<file path="src/rtl/i2cs_pkg.sv">
package i2cs_pkg;
  localparam int unsigned CTL_W = 7;
  localparam int unsigned B_AA  = 2;
  localparam int unsigned B_SI  = 3;
  localparam int unsigned B_STO = 4;
  localparam int unsigned B_STA = 5;
  localparam int unsigned B_EN  = 6;

  typedef enum logic [2:0] {
    ST_IDLE,
    ST_ADDR,
    ST_ACK_A,
    ST_DATA,
    ST_ACK_D
  } rx_state_e;
endpackage

</file>
<file path="src/rtl/i2cs_line_sync.sv">
module i2cs_line_sync #(
  parameter int SYNC = 2
) (
  input  logic clk,
  input  logic rst,
  input  logic scl_i,
  input  logic sda_i,
  output logic scl_rise,
  output logic scl_fall,
  output logic start_det,
  output logic stop_det,
  output logic sda_now
);
  logic [SYNC-1:0] scl_ff, sda_ff;
  logic scl_q, sda_q;
  logic scl_s, sda_s;

  always_ff @(posedge clk) begin
    if (rst) begin
      scl_ff <= '1;
      sda_ff <= '1;
      scl_q  <= 1'b1;
      sda_q  <= 1'b1;
    end else begin
      scl_ff <= {scl_ff[SYNC-2:0], scl_i};
      sda_ff <= {sda_ff[SYNC-2:0], sda_i};
      scl_q  <= scl_ff[SYNC-1];
      sda_q  <= sda_ff[SYNC-1];
    end
  end

  assign scl_s     = scl_ff[SYNC-1];
  assign sda_s     = sda_ff[SYNC-1];
  assign scl_rise  = scl_s & ~scl_q;
  assign scl_fall  = ~scl_s & scl_q;
  // SDA moving while SCL stays high marks a bus condition
  assign start_det = scl_s & scl_q & sda_q & ~sda_s;
  assign stop_det  = scl_s & scl_q & ~sda_q & sda_s;
  assign sda_now   = sda_s;
endmodule

</file>
<file path="src/rtl/i2cs_cfg_regs.sv">
module i2cs_cfg_regs #(
  parameter int NSLOT = 4,
  parameter int SW    = 2
) (
  input  logic               clk,
  input  logic               rst,
  input  logic               cfg_we,
  input  logic [SW-1:0]      cfg_slot,
  input  logic               cfg_is_mask,
  input  logic [7:0]         cfg_wdata,
  output logic [NSLOT*8-1:0] addr_flat,
  output logic [NSLOT*7-1:0] mask_flat
);
  for (genvar g = 0; g < NSLOT; g++) begin : g_slot
    logic [7:0] addr_q;
    logic [6:0] mask_q;
    always_ff @(posedge clk) begin
      if (rst) begin
        addr_q <= '0;
        mask_q <= '0;
      end else if (cfg_we && cfg_slot == SW'(g)) begin
        if (cfg_is_mask) mask_q <= cfg_wdata[6:0];
        else             addr_q <= cfg_wdata;
      end
    end
    assign addr_flat[g*8 +: 8] = addr_q;
    assign mask_flat[g*7 +: 7] = mask_q;
  end
endmodule

</file>
<file path="src/rtl/i2cs_addr_match.sv">
module i2cs_addr_match #(
  parameter int NSLOT = 4,
  parameter int IDW   = 3
) (
  input  logic [7:0]         rx_byte,
  input  logic [NSLOT*8-1:0] addr_flat,
  input  logic [NSLOT*7-1:0] mask_flat,
  output logic               hit,
  output logic [IDW-1:0]     hit_id
);
  logic [6:0]       rx_a;
  logic             is_gc;
  logic [NSLOT-1:0] slot_hit, gc_en;

  assign rx_a  = rx_byte[7:1];
  assign is_gc = (rx_a == 7'd0);

  for (genvar g = 0; g < NSLOT; g++) begin : g_cmp
    assign slot_hit[g] = (((rx_a ^ addr_flat[g*8+1 +: 7]) & ~mask_flat[g*7 +: 7]) == 7'd0);
    assign gc_en[g]    = addr_flat[g*8];
  end

  always_comb begin
    hit    = 1'b0;
    hit_id = '1;
    if (!rx_byte[0]) begin
      if (is_gc) begin
        // masks never take part in the general call decision
        if (|gc_en) begin
          hit    = 1'b1;
          hit_id = IDW'(NSLOT);
        end
      end else begin
        for (int i = NSLOT - 1; i >= 0; i--) begin
          if (slot_hit[i]) begin
            hit    = 1'b1;
            hit_id = IDW'(i);
          end
        end
      end
    end
  end
endmodule

</file>
<file path="src/rtl/i2cs_multi_rx.sv">
module i2cs_multi_rx
  import i2cs_pkg::*;
#(
  parameter  int NSLOT = 4,
  parameter  int SYNC  = 2,
  localparam int SW    = (NSLOT > 1) ? $clog2(NSLOT) : 1,
  localparam int IDW   = $clog2(NSLOT + 2)
) (
  input  logic             clk,
  input  logic             rst,
  input  logic             scl_i,
  input  logic             sda_i,
  output logic             sda_pull_o,
  input  logic             cfg_we,
  input  logic [SW-1:0]    cfg_slot,
  input  logic             cfg_is_mask,
  input  logic [7:0]       cfg_wdata,
  input  logic             ctl_set_we,
  input  logic             ctl_clr_we,
  input  logic [CTL_W-1:0] ctl_wdata,
  output logic [CTL_W-1:0] ctl_o,
  output logic [7:0]       rx_buf_o,
  output logic [IDW-1:0]   match_id_o,
  output logic             addressed_o
);
  logic scl_rise, scl_fall, start_det, stop_det, sda_now;
  logic [NSLOT*8-1:0] addr_flat;
  logic [NSLOT*7-1:0] mask_flat;
  logic               hit;
  logic [IDW-1:0]     hit_id;

  logic [CTL_W-1:0] ctl_q, ctl_nxt;
  rx_state_e        st_q;
  logic [2:0]       cnt_q;
  logic [7:0]       sh_q, buf_q, nxt_byte;
  logic             pull_q, in9_q, nack_q;
  logic [IDW-1:0]   id_q;
  logic             en, aa, sto, run, si_hw, in_ack;

  i2cs_line_sync #(.SYNC(SYNC)) u_sync (
    .clk(clk), .rst(rst), .scl_i(scl_i), .sda_i(sda_i),
    .scl_rise(scl_rise), .scl_fall(scl_fall),
    .start_det(start_det), .stop_det(stop_det), .sda_now(sda_now)
  );

  i2cs_cfg_regs #(.NSLOT(NSLOT), .SW(SW)) u_cfg (
    .clk(clk), .rst(rst), .cfg_we(cfg_we), .cfg_slot(cfg_slot),
    .cfg_is_mask(cfg_is_mask), .cfg_wdata(cfg_wdata),
    .addr_flat(addr_flat), .mask_flat(mask_flat)
  );

  assign nxt_byte = {sh_q[6:0], sda_now};

  i2cs_addr_match #(.NSLOT(NSLOT), .IDW(IDW)) u_match (
    .rx_byte(nxt_byte), .addr_flat(addr_flat), .mask_flat(mask_flat),
    .hit(hit), .hit_id(hit_id)
  );

  assign en     = ctl_q[B_EN];
  assign aa     = ctl_q[B_AA];
  assign sto    = ctl_q[B_STO];
  assign run    = en & ~sto & ~start_det & ~stop_det;
  assign in_ack = (st_q == ST_ACK_A) || (st_q == ST_ACK_D);
  // ninth rising edge of a frame the block takes part in
  assign si_hw  = run & in_ack & in9_q & scl_rise;

  always_ff @(posedge clk) begin
    if (rst) begin
      st_q   <= ST_IDLE;
      cnt_q  <= '0;
      sh_q   <= '0;
      buf_q  <= '0;
      pull_q <= 1'b0;
      in9_q  <= 1'b0;
      nack_q <= 1'b0;
      id_q   <= '1;
    end else if (!en || sto) begin
      st_q   <= ST_IDLE;
      pull_q <= 1'b0;
      in9_q  <= 1'b0;
    end else if (start_det) begin
      st_q   <= ST_ADDR;
      cnt_q  <= '0;
      pull_q <= 1'b0;
      in9_q  <= 1'b0;
    end else if (stop_det) begin
      st_q   <= ST_IDLE;
      pull_q <= 1'b0;
      in9_q  <= 1'b0;
    end else begin
      unique case (st_q)
        ST_ADDR: if (scl_rise) begin
          sh_q  <= nxt_byte;
          cnt_q <= cnt_q + 3'd1;
          if (cnt_q == 3'd7) begin
            if (hit && aa) begin
              st_q  <= ST_ACK_A;
              id_q  <= hit_id;
              in9_q <= 1'b0;
            end else begin
              st_q <= ST_IDLE;
            end
          end
        end
        ST_DATA: if (scl_rise) begin
          sh_q  <= nxt_byte;
          cnt_q <= cnt_q + 3'd1;
          if (cnt_q == 3'd7) begin
            st_q  <= ST_ACK_D;
            in9_q <= 1'b0;
          end
        end
        ST_ACK_A, ST_ACK_D: begin
          if (scl_fall) begin
            if (!in9_q) begin
              in9_q  <= 1'b1;
              pull_q <= (st_q == ST_ACK_A) ? 1'b1 : aa;
            end else begin
              in9_q  <= 1'b0;
              pull_q <= 1'b0;
              cnt_q  <= '0;
              st_q   <= (st_q == ST_ACK_D && nack_q) ? ST_IDLE : ST_DATA;
            end
          end
          if (scl_rise && in9_q) begin
            buf_q  <= sh_q;
            nack_q <= sda_now;
          end
        end
        default: ;
      endcase
    end
  end

  always_comb begin
    ctl_nxt = ctl_q;
    if (ctl_q[B_STO]) ctl_nxt[B_STO] = 1'b0;
    if (ctl_clr_we)   ctl_nxt = ctl_nxt & ~ctl_wdata;
    if (ctl_set_we)   ctl_nxt = ctl_nxt | ctl_wdata;
    if (si_hw)        ctl_nxt[B_SI] = 1'b1;
    if (!ctl_nxt[B_EN]) ctl_nxt[B_STO] = 1'b0;
    ctl_nxt[1:0] = 2'b00;
  end

  always_ff @(posedge clk) begin
    if (rst) ctl_q <= '0;
    else     ctl_q <= ctl_nxt;
  end

  assign ctl_o       = ctl_q;
  assign rx_buf_o    = buf_q;
  assign match_id_o  = id_q;
  assign sda_pull_o  = pull_q;
  assign addressed_o = (st_q == ST_ACK_A) || (st_q == ST_DATA) || (st_q == ST_ACK_D);
endmodule

</file>
<file path="config.mk">
export PLATFORM = sky130hd
export DESIGN_NAME = i2cs_multi_rx
export DESIGN_NICKNAME = d
export VERILOG_FILES = /design/src/rtl/i2cs_pkg.sv /design/src/rtl/i2cs_line_sync.sv /design/src/rtl/i2cs_cfg_regs.sv /design/src/rtl/i2cs_addr_match.sv /design/src/rtl/i2cs_multi_rx.sv
export SDC_FILE = /design/constraint.sdc
export NUM_CORES = 1
export LEC_CHECK = 0
export BUFFER_PORTS_ARGS = -buffer_cell sky130_fd_sc_hd__buf_4
export CORE_UTILIZATION = 45
export CTS_BUF_LIST = sky130_fd_sc_hd__clkbuf_2 sky130_fd_sc_hd__clkbuf_4 sky130_fd_sc_hd__clkbuf_8
export CTS_CLUSTER_DIAMETER = 100
export DETAILED_ROUTE_END_ITERATION = 6
export PLACE_DENSITY = 0.74
export SLEW_MARGIN = 20
export SYNTH_ARGS = -nofsm -noshare
export SYNTH_HDL_FRONTEND = slang
export SYNTH_HIERARCHICAL = 1
export SYNTH_SLANG_ARGS = --single-unit
</file>
<file path="constraint.sdc">
create_clock -name clk -period 4.8 [get_ports clk]
set_input_delay 0.48 -clock clk [delete_from_list [all_inputs] [get_ports clk]]
set_output_delay 0.48 -clock clk [all_outputs]
set_load 0.02 [all_outputs]
</file>
== After elaboration in Yosys (flattened, before gate mapping) ==
Index checks and enable logic that the tools add are counted.

* Add/sub/neg operators: 1
* Equality and inequality tests: 25
* Multiplexer cells: 44
* Bitwise logic cells: 38
* Reductions and logical operators: 43

{| class="wikitable"
|+ Operators by type and width
! operator !! count
|-
| 3-bit 2-to-1 mux || 17
|-
| 7-bit bitwise AND || 5
|-
| 7-bit zero test || 5
|-
| 7-bit inverter || 5
|-
| 7-bit AND reduction || 4
|-
| 7-bit bitwise XOR || 4
|-
| 4-bit != test (second input constant) || 6
|-
| 1-bit 2-to-1 mux || 19
|-
| 2-bit AND reduction || 9
|-
| 2-bit != test (second input constant) || 8
|-
| 7-bit 2-to-1 mux || 2
|-
| 1-bit bitwise AND || 13
|-
| 1-bit inverter || 10
|-
| 5-bit AND reduction || 2
|-
| 3-bit case mux with 3 select lines || 1
|-
| 2-bit OR reduction || 4
|-
| 4-bit OR reduction || 2
|-
| 1-bit logical AND || 7
|-
| 7-bit OR || 1
|-
| 3-bit by 2-bit equality test with 1-bit output (second input constant) || 2
|-
| 3-bit equality test (second input constant) || 2
|-
| 2-bit 2-to-1 mux || 3
|-
| 3-bit != test (second input constant) || 2
|-
| 3-bit case mux with 2 select lines || 1
|-
| other kinds (12) || 17
|}

* Register bits after elaboration: 101
* Input port bits: 25
* Output and inout bits: 20

== Logic depth before layout (Yosys ltp) ==
Gate-level depths: netlist (run 1).

* Word-level depth: 16
* Mapped depth: 10
* Depth with buffers taken out: 9

== Cells and area by module ==
Netlist (run 1), hierarchy kept.

{| class="wikitable"
|+ Modules (own cells, without submodules)
! module !! instances !! cells each !! area an instance (µm²) !! sequential area each (µm²)
|-
| i2cs_cfg_regs || 1 || 223 || 2443.6 || 1201.2
|-
| i2cs_multi_rx || 1 || 172 || 1567.8 || 660.6
|-
| i2cs_addr_match || 1 || 68 || 586.8 || 0.0
|-
| i2cs_line_sync || 1 || 16 || 190.2 || 120.1
|}

== Worst setup path before layout (run 1) ==
OpenSTA, ideal clock, no wires.

* Kind: reg-to-reg
* Start point: register sh_q[1]
* End point: register st_q[1]
* Setup time: 70 ps
* Arrival time: 2299 ps
* Data required time: 4730 ps
* Path slack: 2431 ps
* Cell stages (with the launch flop): 11
* Path buffers: 1
* Period minus slack after synthesis: 2369 ps
* Cells stage by stage: dfxtp_1 buf_6 xnor2_2 o22ai_1 or4_4 o41ai_2 o21a_1 nand2_1 a221o_1 a221o_1 a21oi_1

* Word-level cells in the longest chain between the ends: 14
* Elaborated cells between the ends (all ways): 24
* Those cells by class: 10 x mux; 8 x bitwise; 6 x reduce/logical

{| class="wikitable"
|+ RTL lines
! item !! line !! RTL
|-
| start, declared || i2cs_multi_rx.sv:35 || <nowiki>logic [7:0] sh_q, buf_q, nxt_byte;</nowiki>
|-
| start signal, assigned || i2cs_multi_rx.sv:93 || <nowiki>sh_q <= nxt_byte;</nowiki>
|-
| start signal, assigned || i2cs_multi_rx.sv:106 || <nowiki>sh_q <= nxt_byte;</nowiki>
|-
| 7-bit bitwise XOR || i2cs_addr_match.sv:19 || <nowiki>assign slot_hit[g] = (((rx_a ^ addr_flat[g*8+1 +: 7]) & ~mask_flat[g*7 +: 7]) == 7'd0);</nowiki>
|-
| 7-bit bitwise AND || i2cs_addr_match.sv:19 ||
|-
| 7-bit zero test || i2cs_addr_match.sv:19 ||
|-
| 1-bit 2-to-1 mux (4 in a row) || i2cs_addr_match.sv:35 || <nowiki>if (slot_hit[i]) begin</nowiki>
|-
| 1-bit 2-to-1 mux * || i2cs_addr_match.sv:27 || <nowiki>if (is_gc) begin</nowiki>
|-
| 1-bit 2-to-1 mux * || i2cs_addr_match.sv:26 || <nowiki>if (!rx_byte[0]) begin</nowiki>
|-
| via hit || i2cs_multi_rx.sv:29 || <nowiki>logic hit;</nowiki>
|-
| 1-bit logical AND * || i2cs_multi_rx.sv:96 || <nowiki>if (hit && aa) begin</nowiki>
|-
| 2-bit 2-to-1 mux * || i2cs_multi_rx.sv:96 ||
|-
| 3-bit 2-to-1 mux * || i2cs_multi_rx.sv:95 || <nowiki>if (cnt_q == 3'd7) begin</nowiki>
|-
| 3-bit 2-to-1 mux * || i2cs_multi_rx.sv:92 || <nowiki>ST_ADDR: if (scl_rise) begin</nowiki>
|-
| 3-bit case mux with 3 select lines * || i2cs_multi_rx.sv:91 || <nowiki>unique case (st_q)</nowiki>
|-
| end signal, assigned || i2cs_multi_rx.sv:122 || <nowiki>st_q <= (st_q == ST_ACK_D && nack_q) ? ST_IDLE : ST_DATA;</nowiki>
|-
| end, declared || i2cs_multi_rx.sv:33 || <nowiki>rx_state_e st_q;</nowiki>
|}

The timed path passes the listed nets; every way through them passes the cells marked *. The select of a mux whose other input is x is not followed.
A chain may end at the register's enable or synchronous reset.

== Worst setup path in the final report (run 1) ==
Ends and elaborated chain as after synthesis.

==> metrics.txt, run 1 <==
# TYPE chip_impl_metric gauge
chip_impl_metric{name="cts_max_path_buffers",unit=""} 2
chip_impl_metric{name="detail-route-antenna-nets",unit=""} 0
chip_impl_metric{name="wl_per_instance",unit="microns"} 16.0
chip_impl_metric{name="critical_path_fanouts_max",unit=""} 8
chip_impl_metric{name="port-buffer-count",unit=""} 40
chip_impl_metric{name="grt_start_max_net_pins",unit=""} 89
chip_impl_metric{name="wire_length_of_the_first_global_routing_pass",unit="microns"} 16100
chip_impl_metric{name="postSynth.asyncResetShare",unit="%"} 0
chip_impl_metric{name="layout-drive-gt1-share",unit="%"} 14.7
chip_impl_metric{name="final-max-slew-violation-count",unit=""} 0
chip_impl_metric{name="report.final.setup_viol",unit=""} 0
chip_impl_metric{name="post-place-ws",unit="ns"} 1.97
chip_impl_metric{name="grt.total_usage",unit="%"} 18.6
chip_impl_metric{name="cts_max_level",unit=""} 3
chip_impl_metric{name="buffers_inserted_by_post_cts_timing_repair",unit=""} 0
chip_impl_metric{name="post_route_worst_hold_slack",unit="ns"} 0.296
chip_impl_metric{name="floorplan.io_pins",unit=""} 45
chip_impl_info{name="status",value="complete, no violations"} 1
chip_impl_metric{name="period_minus_slack",unit="ns"} 2.89
chip_impl_info{name="cts_tree",value="done"} 1
chip_impl_metric{name="synth_warnings",unit=""} 6
chip_impl_metric{name="synth-edff-count",unit=""} 0
chip_impl_metric{name="core_region_area",unit="sq mm"} 0.0103
chip_impl_metric{name="rows",unit=""} 37
chip_impl_metric{name="cp_data_required_time",unit="ns"} 5.10
chip_impl_metric{name="synth.cell_area",unit="sq mm"} 0.00479
chip_impl_metric{name="timing.max_cap.violations",unit=""} 0
chip_impl_metric{name="die-area",unit="sq mm"} 0.0111
chip_impl_metric{name="timing.slew.headroom",unit="%"} 52.6
chip_impl_metric{name="finish.net_count",unit=""} 517
chip_impl_info{name="synth_flop_cell",value="sky130_fd_sc_hd__dfxtp_1"} 1
chip_impl_info{name="hold_class",value="in -> reg"} 1
chip_impl_metric{name="route.final.wire_length",unit="microns"} 10100
chip_impl_metric{name="worst-r2r-cell-count",unit=""} 9
chip_impl_metric{name="via_count",unit=""} 3342
chip_impl_metric{name="dpl-instance-area",unit="sq mm"} 0.00501
chip_impl_metric{name="setup_ws",unit="ns"} 1.91
chip_impl_metric{name="clk_latency",unit="ns"} 0.37
chip_impl_metric{name="route.detailed.vias_per_inst",unit=""} 5.30
chip_impl_metric{name="ff2ff_setup_slack",unit="ns"} 1.91
chip_impl_metric{name="max_slew.worst_pin.slew",unit="ns"} 0.711
chip_impl_metric{name="yosysSeqAreaShare",unit="%"} 41.4
chip_impl_metric{name="antenna_cells_inserted",unit=""} 0
chip_impl_metric{name="synth_area_per_cell",unit="sq um"} 10.0
chip_impl_metric{name="die-height",unit="microns"} 105
chip_impl_metric{name="initial_antenna_violation_count",unit=""} 0
chip_impl_metric{name="gate_count_after_technology_mapping",unit=""} 479
chip_impl_metric{name="finalWeightedCongestion",unit=""} 0.847
chip_impl_info{name="critPathLaunchType",value="register"} 1
chip_impl_metric{name="number_of_hold_violations_in_the_final_report",unit=""} 0
chip_impl_metric{name="detailedPlacementHpwl",unit="microns"} 6630
chip_impl_metric{name="global_route.overflow_total",unit=""} 0
chip_impl_metric{name="finalCritPeriodShare",unit="%"} 60.2
chip_impl_metric{name="fmaxAchievable",unit="GHz"} 0.346
chip_impl_metric{name="fin_setup_tns",unit="ns"} 0
chip_impl_info{name="critPathCaptureType",value="register"} 1
chip_impl_metric{name="die_width",unit="microns"} 105
chip_impl_metric{name="synth_cell_types",unit=""} 58
chip_impl_metric{name="drt_drc_violations_left",unit=""} 0
chip_impl_metric{name="postLayoutCellArea",unit="sq mm"} 0.00520
chip_impl_metric{name="drt_iter0_drc",unit=""} 198
chip_impl_info{name="reg_to_reg_end",value="st_q[1]$_SDFFE_PP0P_"} 1
chip_impl_metric{name="cts_inserted_buffers",unit=""} 9
chip_impl_metric{name="syn2layout_area_growth",unit="%"} 8.54
chip_impl_info{name="timing.rr.start",value="sh_q[1]$_SDFFE_PP0P_"} 1
chip_impl_info{name="rsz_0062_raised_after_global_routing",value="no"} 1
chip_impl_metric{name="synth-seq-cells",unit=""} 99
chip_impl_info{name="timing.setup.critical_path_class",value="reg -> reg"} 1
chip_impl_metric{name="totalPowerFinal",unit="W"} 0.00147
chip_impl_metric{name="firstDrtPassIters",unit=""} 4
chip_impl_metric{name="initial_utilization",unit="%"} 46.4
chip_impl_metric{name="arrival",unit="ns"} 3.19
chip_impl_metric{name="vdd_drop_max",unit="mV"} 0.141
chip_impl_metric{name="cts.reportedPaths.clkPinSlew",unit="ns"} 0.10
chip_impl_info{name="setup.worst_path.end",value="st_q[1]$_SDFFE_PP0P_"} 1
chip_impl_metric{name="cts.hold.buffers_added",unit=""} 0
chip_impl_info{name="root_buffer",value="sky130_fd_sc_hd__clkbuf_8"} 1
chip_impl_info{name="critical_path.startpoint",value="sh_q[1]$_SDFFE_PP0P_"} 1
chip_impl_metric{name="clock_skew",unit="ns"} 0.0133
chip_impl_metric{name="power_density",unit="mW/mm^2"} 283
chip_impl_metric{name="via_count_of_the_first_global_routing_pass",unit=""} 3167
chip_impl_metric{name="number_of_cells_upsized_or_downsized_after_cts",unit=""} 0
chip_impl_metric{name="clock-sinks",unit=""} 99
chip_impl_metric{name="leakagePower",unit="nW"} 2.25
## worst min-delay path by stage
stage	startpoint	end	depth (start not counted)
2_1_floorplan	u_sync/scl_ff[0]$_SDFF_PP1_	u_sync/scl_ff[1]$_SDFF_PP1_	1
3_3_place_gp	u_sync/scl_ff[0]$_SDFF_PP1_	u_sync/scl_ff[1]$_SDFF_PP1_	1
3_5_place_dp	u_sync/scl_ff[0]$_SDFF_PP1_	u_sync/scl_ff[1]$_SDFF_PP1_	1
5_1_grt	scl_i	u_sync/scl_ff[0]$_SDFF_PP1_	2
4_1_cts	scl_i	u_sync/scl_ff[0]$_SDFF_PP1_	2
6_report	scl_i	u_sync/scl_ff[0]$_SDFF_PP1_	2
## stage by stage
stage                     utilization (%)  std cells
after floorplan                         -        480
after global placement               48.6        615
after detailed placement             48.6        615
after CTS                            50.3        631
after global routing                 50.3        631
final                                50.3        631
## flip-flops by register name, indices dropped and copies added, names as in the netlist, 2 cells and up, named ones only
register	flops
u_cfg/g_slot.addr_q	32
st_q	3
rx_buf_o	8
u_sync/sda_ff	2
ctl_o	4
u_cfg/g_slot.mask_q	28
sh_q	8
match_id_o	3
u_sync/scl_ff	2
cnt_q	3
## cells in the final DEF, fill, tap and decap left out, types with 4 or more instances in the layout
master and n:
sky130_fd_sc_hd__nand2b_1 70, sky130_fd_sc_hd__mux2i_1 81, sky130_fd_sc_hd__nor2b_1 5, sky130_fd_sc_hd__xnor2_1 25, sky130_fd_sc_hd__clkbuf_8 10, sky130_fd_sc_hd__nor2_1 20, sky130_fd_sc_hd__and4b_1 4, sky130_fd_sc_hd__buf_4 40
sky130_fd_sc_hd__o22ai_1 12, sky130_fd_sc_hd__or4_4 4, sky130_fd_sc_hd__dfxtp_1 99, sky130_fd_sc_hd__inv_1 4, sky130_fd_sc_hd__a21oi_1 7, sky130_fd_sc_hd__or2_1 6, sky130_fd_sc_hd__nand2_1 34
## synthesized netlist by cell type, drive strengths merged (2+ instances only)
library cell	number	area [sq um]
and3b	3	26.3
a21oi	7	35.0
clkbuf	19	71.3
and2	2	12.5
and4b	4	40.0
or4b	2	23.8
o2bb2ai	2	17.5
nor2b	6	45.0
nor4	2	27.5
xnor2	28	268
nand2	34	128
o21ai	5	28.8
buf	22	178
a22oi	3	22.5
mux2i	81	811
a221o	2	20.0
nand4	4	31.3
or4	4	45.0
dfxtp	99	1980
o211ai	2	15.0
nand4bb	3	33.8
nor3b	3	22.5
nor2	20	75.1
nand2b	70	438
nand3	3	20.0
ha	2	25.0
nand3b	3	22.5
nand4b	3	26.3
inv	4	15.0
o21a	2	15.0
o22ai	12	75.1
or2	6	37.5
a31oi	3	18.8
## cells by family (layout without fill, tap and decap cells)
kind of cell,after synthesis,in the layout,share of synthesized area [%]
adders and majority gates,2,2,0.523
other,1,2,0.0783
xor gates and xnor gates,29,29,6.17
DFF,99,99,41.4
and+or+nand+nor,179,179,23.2
muxes,81,81,16.9
AOI/OAI and AO/OA,43,43,6.22
buffers and inverters,45,60,5.51
## final cells by class
| class | instances | area, sq um |
|---|---|---|
| clock buffer | 10 | 138 |
| timing repair buffer | 40 | 300 |
| tap | 136 | 170 |
| sequential | 99 | 1980 |
| inverter | 4 | 15.0 |
| multi-input combinational | 336 | 2550 |
| clock inverter | 6 | 46.3 |
| fill | 922 | 5130 |
## per-layer routing
metal / wire length (microns) / up-vias / GRT usage, %
met5: 0 / - / 0
met4: 199 / 0 / 8.95
met3: 281 / 14 / 2.31
met2: 4840 / 57 / 30.8
met1: 4760 / 1612 / 24.0
li1: - / 1659 / -
## critical path: stages, from the launching register on
cell and delay (ns):
sky130_fd_sc_hd__dfxtp_1 0.74, sky130_fd_sc_hd__xnor2_2 0.18, sky130_fd_sc_hd__o22ai_1 0.14, sky130_fd_sc_hd__or4_4 0.60, sky130_fd_sc_hd__o41ai_2 0.09, sky130_fd_sc_hd__o21a_1 0.20, sky130_fd_sc_hd__nand2_1 0.08, sky130_fd_sc_hd__a221o_1 0.35
sky130_fd_sc_hd__a221o_1 0.29, sky130_fd_sc_hd__a21oi_1 0.14
## power breakdown
group / total [W] / switching [W] / internal (W) / leakage (nW)
logic: 0.000116 / 0.0000618 / 0.0000546 / 1.36
clock network: 0.000510 / 0.000302 / 0.000207 / 0.0897
registers: 0.000847 / 0.0000104 / 0.000836 / 0.802
(Power assumes the default switching activity.)
==> inputs of run 2 (changes only) <==
==> constraint.sdc (replaced) <==
create_clock -name clk -period 2.7 [get_ports clk]
set_input_delay 0.27 -clock clk [delete_from_list [all_inputs] [get_ports clk]]
set_output_delay 0.27 -clock clk [all_outputs]
set_load 0.02 [all_outputs]
==> run 2 against run 1 <==
  * Clock skew decreased by 0.0037 ns
  * Via count rose by 0.75%
  * Routed wire length fell by 2.1%
  * Clock power up 73%
  * Critical endpoint unchanged
==> metrics.txt, run 2 (synthesized netlist as in run 1, its figures left out) <==
# TYPE chip_impl_metric gauge
chip_impl_info{name="critical-path-slowest-cell",value="sky130_fd_sc_hd__or4_4"} 1
chip_impl_metric{name="port-buffer-count",unit=""} 40
chip_impl_info{name="cts_tree",value="done"} 1
chip_impl_metric{name="clock_skew",unit="ns"} 0.00962
chip_impl_metric{name="grt_start_max_net_pins",unit=""} 50
chip_impl_metric{name="layout-drive-gt1-share",unit="%"} 16.3
chip_impl_metric{name="firstDrtPassIters",unit=""} 4
chip_impl_metric{name="route.layer.met1.wl",unit="microns"} 4710
chip_impl_info{name="status",value="complete, no violations"} 1
chip_impl_metric{name="max_slew.worst_pin.slew",unit="ns"} 0.718
chip_impl_metric{name="die-area",unit="sq mm"} 0.0111
chip_impl_metric{name="via_count_of_the_first_global_routing_pass",unit=""} 3183
chip_impl_metric{name="wl_per_instance",unit="microns"} 15.5
chip_impl_metric{name="ff_latch_area",unit="sq mm"} 0.00198
chip_impl_metric{name="drt_iter0_drc",unit=""} 135
chip_impl_metric{name="crit_path_max_incr_delay",unit="ns"} 0.57
chip_impl_metric{name="finalCritPeriodShare",unit="%"} 96.0
chip_impl_metric{name="power_density",unit="mW/mm^2"} 494
chip_impl_metric{name="clk_latency",unit="ns"} 0.36
chip_impl_metric{name="grt.total_usage",unit="%"} 18.8
chip_impl_metric{name="timing.max_cap.violations",unit=""} 0
chip_impl_metric{name="number_of_hold_violations_in_the_final_report",unit=""} 0
chip_impl_metric{name="detailedPlacementHpwl",unit="microns"} 7080
chip_impl_metric{name="critical_path_fanouts_max",unit=""} 4
chip_impl_metric{name="leakagePower",unit="nW"} 2.29
chip_impl_metric{name="number_of_cells_upsized_or_downsized_after_cts",unit=""} 0
chip_impl_metric{name="rows",unit=""} 37
chip_impl_metric{name="syn2layout_area_growth",unit="%"} 9.67
chip_impl_metric{name="report.final.setup_viol",unit=""} 0
chip_impl_info{name="hold_class",value="in -> reg"} 1
chip_impl_info{name="dr.max_layer_used",value="met4"} 1
chip_impl_metric{name="buffers_inserted_by_post_cts_timing_repair",unit=""} 0
chip_impl_metric{name="initial_antenna_violation_count",unit=""} 0
chip_impl_info{name="critPathTopFamily",value="compound AO/OA/AOI/OAI gates"} 1
chip_impl_metric{name="wire_length_of_the_first_global_routing_pass",unit="microns"} 16300
chip_impl_metric{name="route.met3.wl",unit="microns"} 344
chip_impl_metric{name="multi_input_gate_area",unit="sq mm"} 0.00255
chip_impl_metric{name="arrival",unit="ns"} 2.89
chip_impl_metric{name="drt_drc_violations_left",unit=""} 0
chip_impl_metric{name="global_route.overflow_total",unit=""} 0
chip_impl_metric{name="finish.net_count",unit=""} 524
chip_impl_metric{name="cts_inserted_buffers",unit=""} 9
chip_impl_info{name="register_bank_with_the_most_flops",value="u_cfg/g_slot.addr_q"} 1
chip_impl_info{name="series_of_cell_instances_along_the_critical_path",value="xnor2_1 > o22ai_1 > or4_4 > nand3b_1 > o21a_1 > nand2_1 > a221o_1 > a221o_1 > a21oi_1"} 1
chip_impl_info{name="cpMostUsedCell",value="sky130_fd_sc_hd__a221o_1"} 1
chip_impl_metric{name="vdd_drop_max",unit="mV"} 0.234
chip_impl_metric{name="cp_data_required_time",unit="ns"} 2.99
chip_impl_metric{name="die-height",unit="microns"} 105
chip_impl_info{name="biggestRegsByFlops",value="u_cfg/g_slot.addr_q x32, u_cfg/g_slot.mask_q x28"} 1
chip_impl_metric{name="fmaxAchievable",unit="GHz"} 0.386
chip_impl_metric{name="period_minus_slack",unit="ns"} 2.59
chip_impl_info{name="rsz_0062_raised_after_global_routing",value="no"} 1
chip_impl_metric{name="initial_utilization",unit="%"} 46.4
chip_impl_metric{name="detail-route-antenna-nets",unit=""} 0
chip_impl_metric{name="cts_max_path_buffers",unit=""} 2
chip_impl_metric{name="route.final.wire_length",unit="microns"} 9870
chip_impl_info{name="timing.setup.critical_path_class",value="reg -> reg"} 1
chip_impl_info{name="critPathLaunchType",value="register"} 1
chip_impl_metric{name="final-max-slew-violation-count",unit=""} 0
chip_impl_info{name="mostFrequentLayoutCells",value="97 x sky130_fd_sc_hd__dfxtp_1, 81 x sky130_fd_sc_hd__mux2i_1, 70 x sky130_fd_sc_hd__nand2b_1, 47 x sky130_fd_sc_hd__buf_4, 34 x sky130_fd_sc_hd__nand2_1"} 1
chip_impl_metric{name="cts.hold.buffers_added",unit=""} 0
chip_impl_metric{name="timing.slew.headroom",unit="%"} 51.8
chip_impl_metric{name="route.detailed.vias_per_inst",unit=""} 5.28
chip_impl_metric{name="floorplan.io_pins",unit=""} 45
chip_impl_metric{name="cts_max_level",unit=""} 3
chip_impl_metric{name="clock-sinks",unit=""} 99
chip_impl_info{name="layout_commonest_cell",value="sky130_fd_sc_hd__dfxtp_1"} 1
chip_impl_metric{name="cts.reportedPaths.clkPinSlew",unit="ns"} 0.10
chip_impl_metric{name="critical_path.n_buffers_inverters",unit=""} 0
chip_impl_info{name="critPathCaptureType",value="register"} 1
chip_impl_metric{name="dr_wl_met2",unit="microns"} 4660
chip_impl_metric{name="die_width",unit="microns"} 105
chip_impl_metric{name="antenna_cells_inserted",unit=""} 0
chip_impl_metric{name="core_region_area",unit="sq mm"} 0.0103
chip_impl_metric{name="fin_setup_tns",unit="ns"} 0
chip_impl_metric{name="via_count",unit=""} 3367
chip_impl_metric{name="largest_register_ff_count",unit=""} 32
chip_impl_metric{name="finalWeightedCongestion",unit=""} 0.793
chip_impl_metric{name="utilization",unit="%"} 50.9
chip_impl_info{name="root_buffer",value="sky130_fd_sc_hd__clkbuf_8"} 1
chip_impl_metric{name="fill_cells",unit=""} 948
[run 2: cell count changes in the layout (fill, tap and decap cells not counted), sizes merged]
cell,delta
clkbuf,+1
buf,+7
inv,-2
clkinv,+1
[run 2: layout make-up]
type                            instances  area share [%]
Clock inverter                          5           0.715
Sequential cell                        99            37.8
Multi-Input combinational cell        336            48.5
Timing Repair Buffer                   47            6.72
Tap cell                              136            3.24
Inverter                                4           0.286
Clock buffer                           11            2.76
[run 2: final timing paths]
check                                   start                           to  slack (ns)  cells past startpoint
hold reg to reg   u_sync/sda_ff[0]$_SDFF_PP1_  u_sync/sda_ff[1]$_SDFF_PP1_        0.42                      1
setup reg to reg         sh_q[6]$_SDFFE_PP0P_         st_q[1]$_SDFFE_PP0P_        0.11                      9
setup / recovery         sh_q[6]$_SDFFE_PP0P_         st_q[1]$_SDFFE_PP0P_        0.11                      9
hold / removal                          sda_i  u_sync/sda_ff[0]$_SDFF_PP1_        0.09                      2
[run 2: report_power, final]
part	total [W]	leakage [nW]	internal (W)	switching (W)
Combinational	0.000205	1.40	0.0000978	0.000107
Clock	0.000881	0.0894	0.000374	0.000507
Sequential	0.00151	0.803	0.00149	0.0000196
[run 2: per-stage QoR]
stage               std cells  hold WS [ns]  setup slack (ns)  instance area [sq um]  total power, W
floorplan                 480         0.350             0.331                   4790         0.00168
global placement          622         0.398             0.117                   5070         0.00174
detailed placement        622         0.396            0.0786                   5070         0.00175
CTS                       638        0.0811            0.0478                   5250         0.00261
global route              638         0.106           0.00798                   5250         0.00270
finish                    638        0.0947             0.108                   5250         0.00259
[run 2: worst reg2reg max path, delay by kind of cell, from the launching register on]
family           cells  cell delay [ns]
AND/OR/NAND/NOR      3             0.78
flip-flops           1             0.49
AO/OA/AOI/OAI        5             1.07
XOR/XNOR             1             0.17
[run 2: routing by layer]
layer	track usage [%]	vias up
met2	29.6	67
met3	2.43	10
met4	7.85	0
li1	-	1665
met5	0	-
met1	25.8	1625
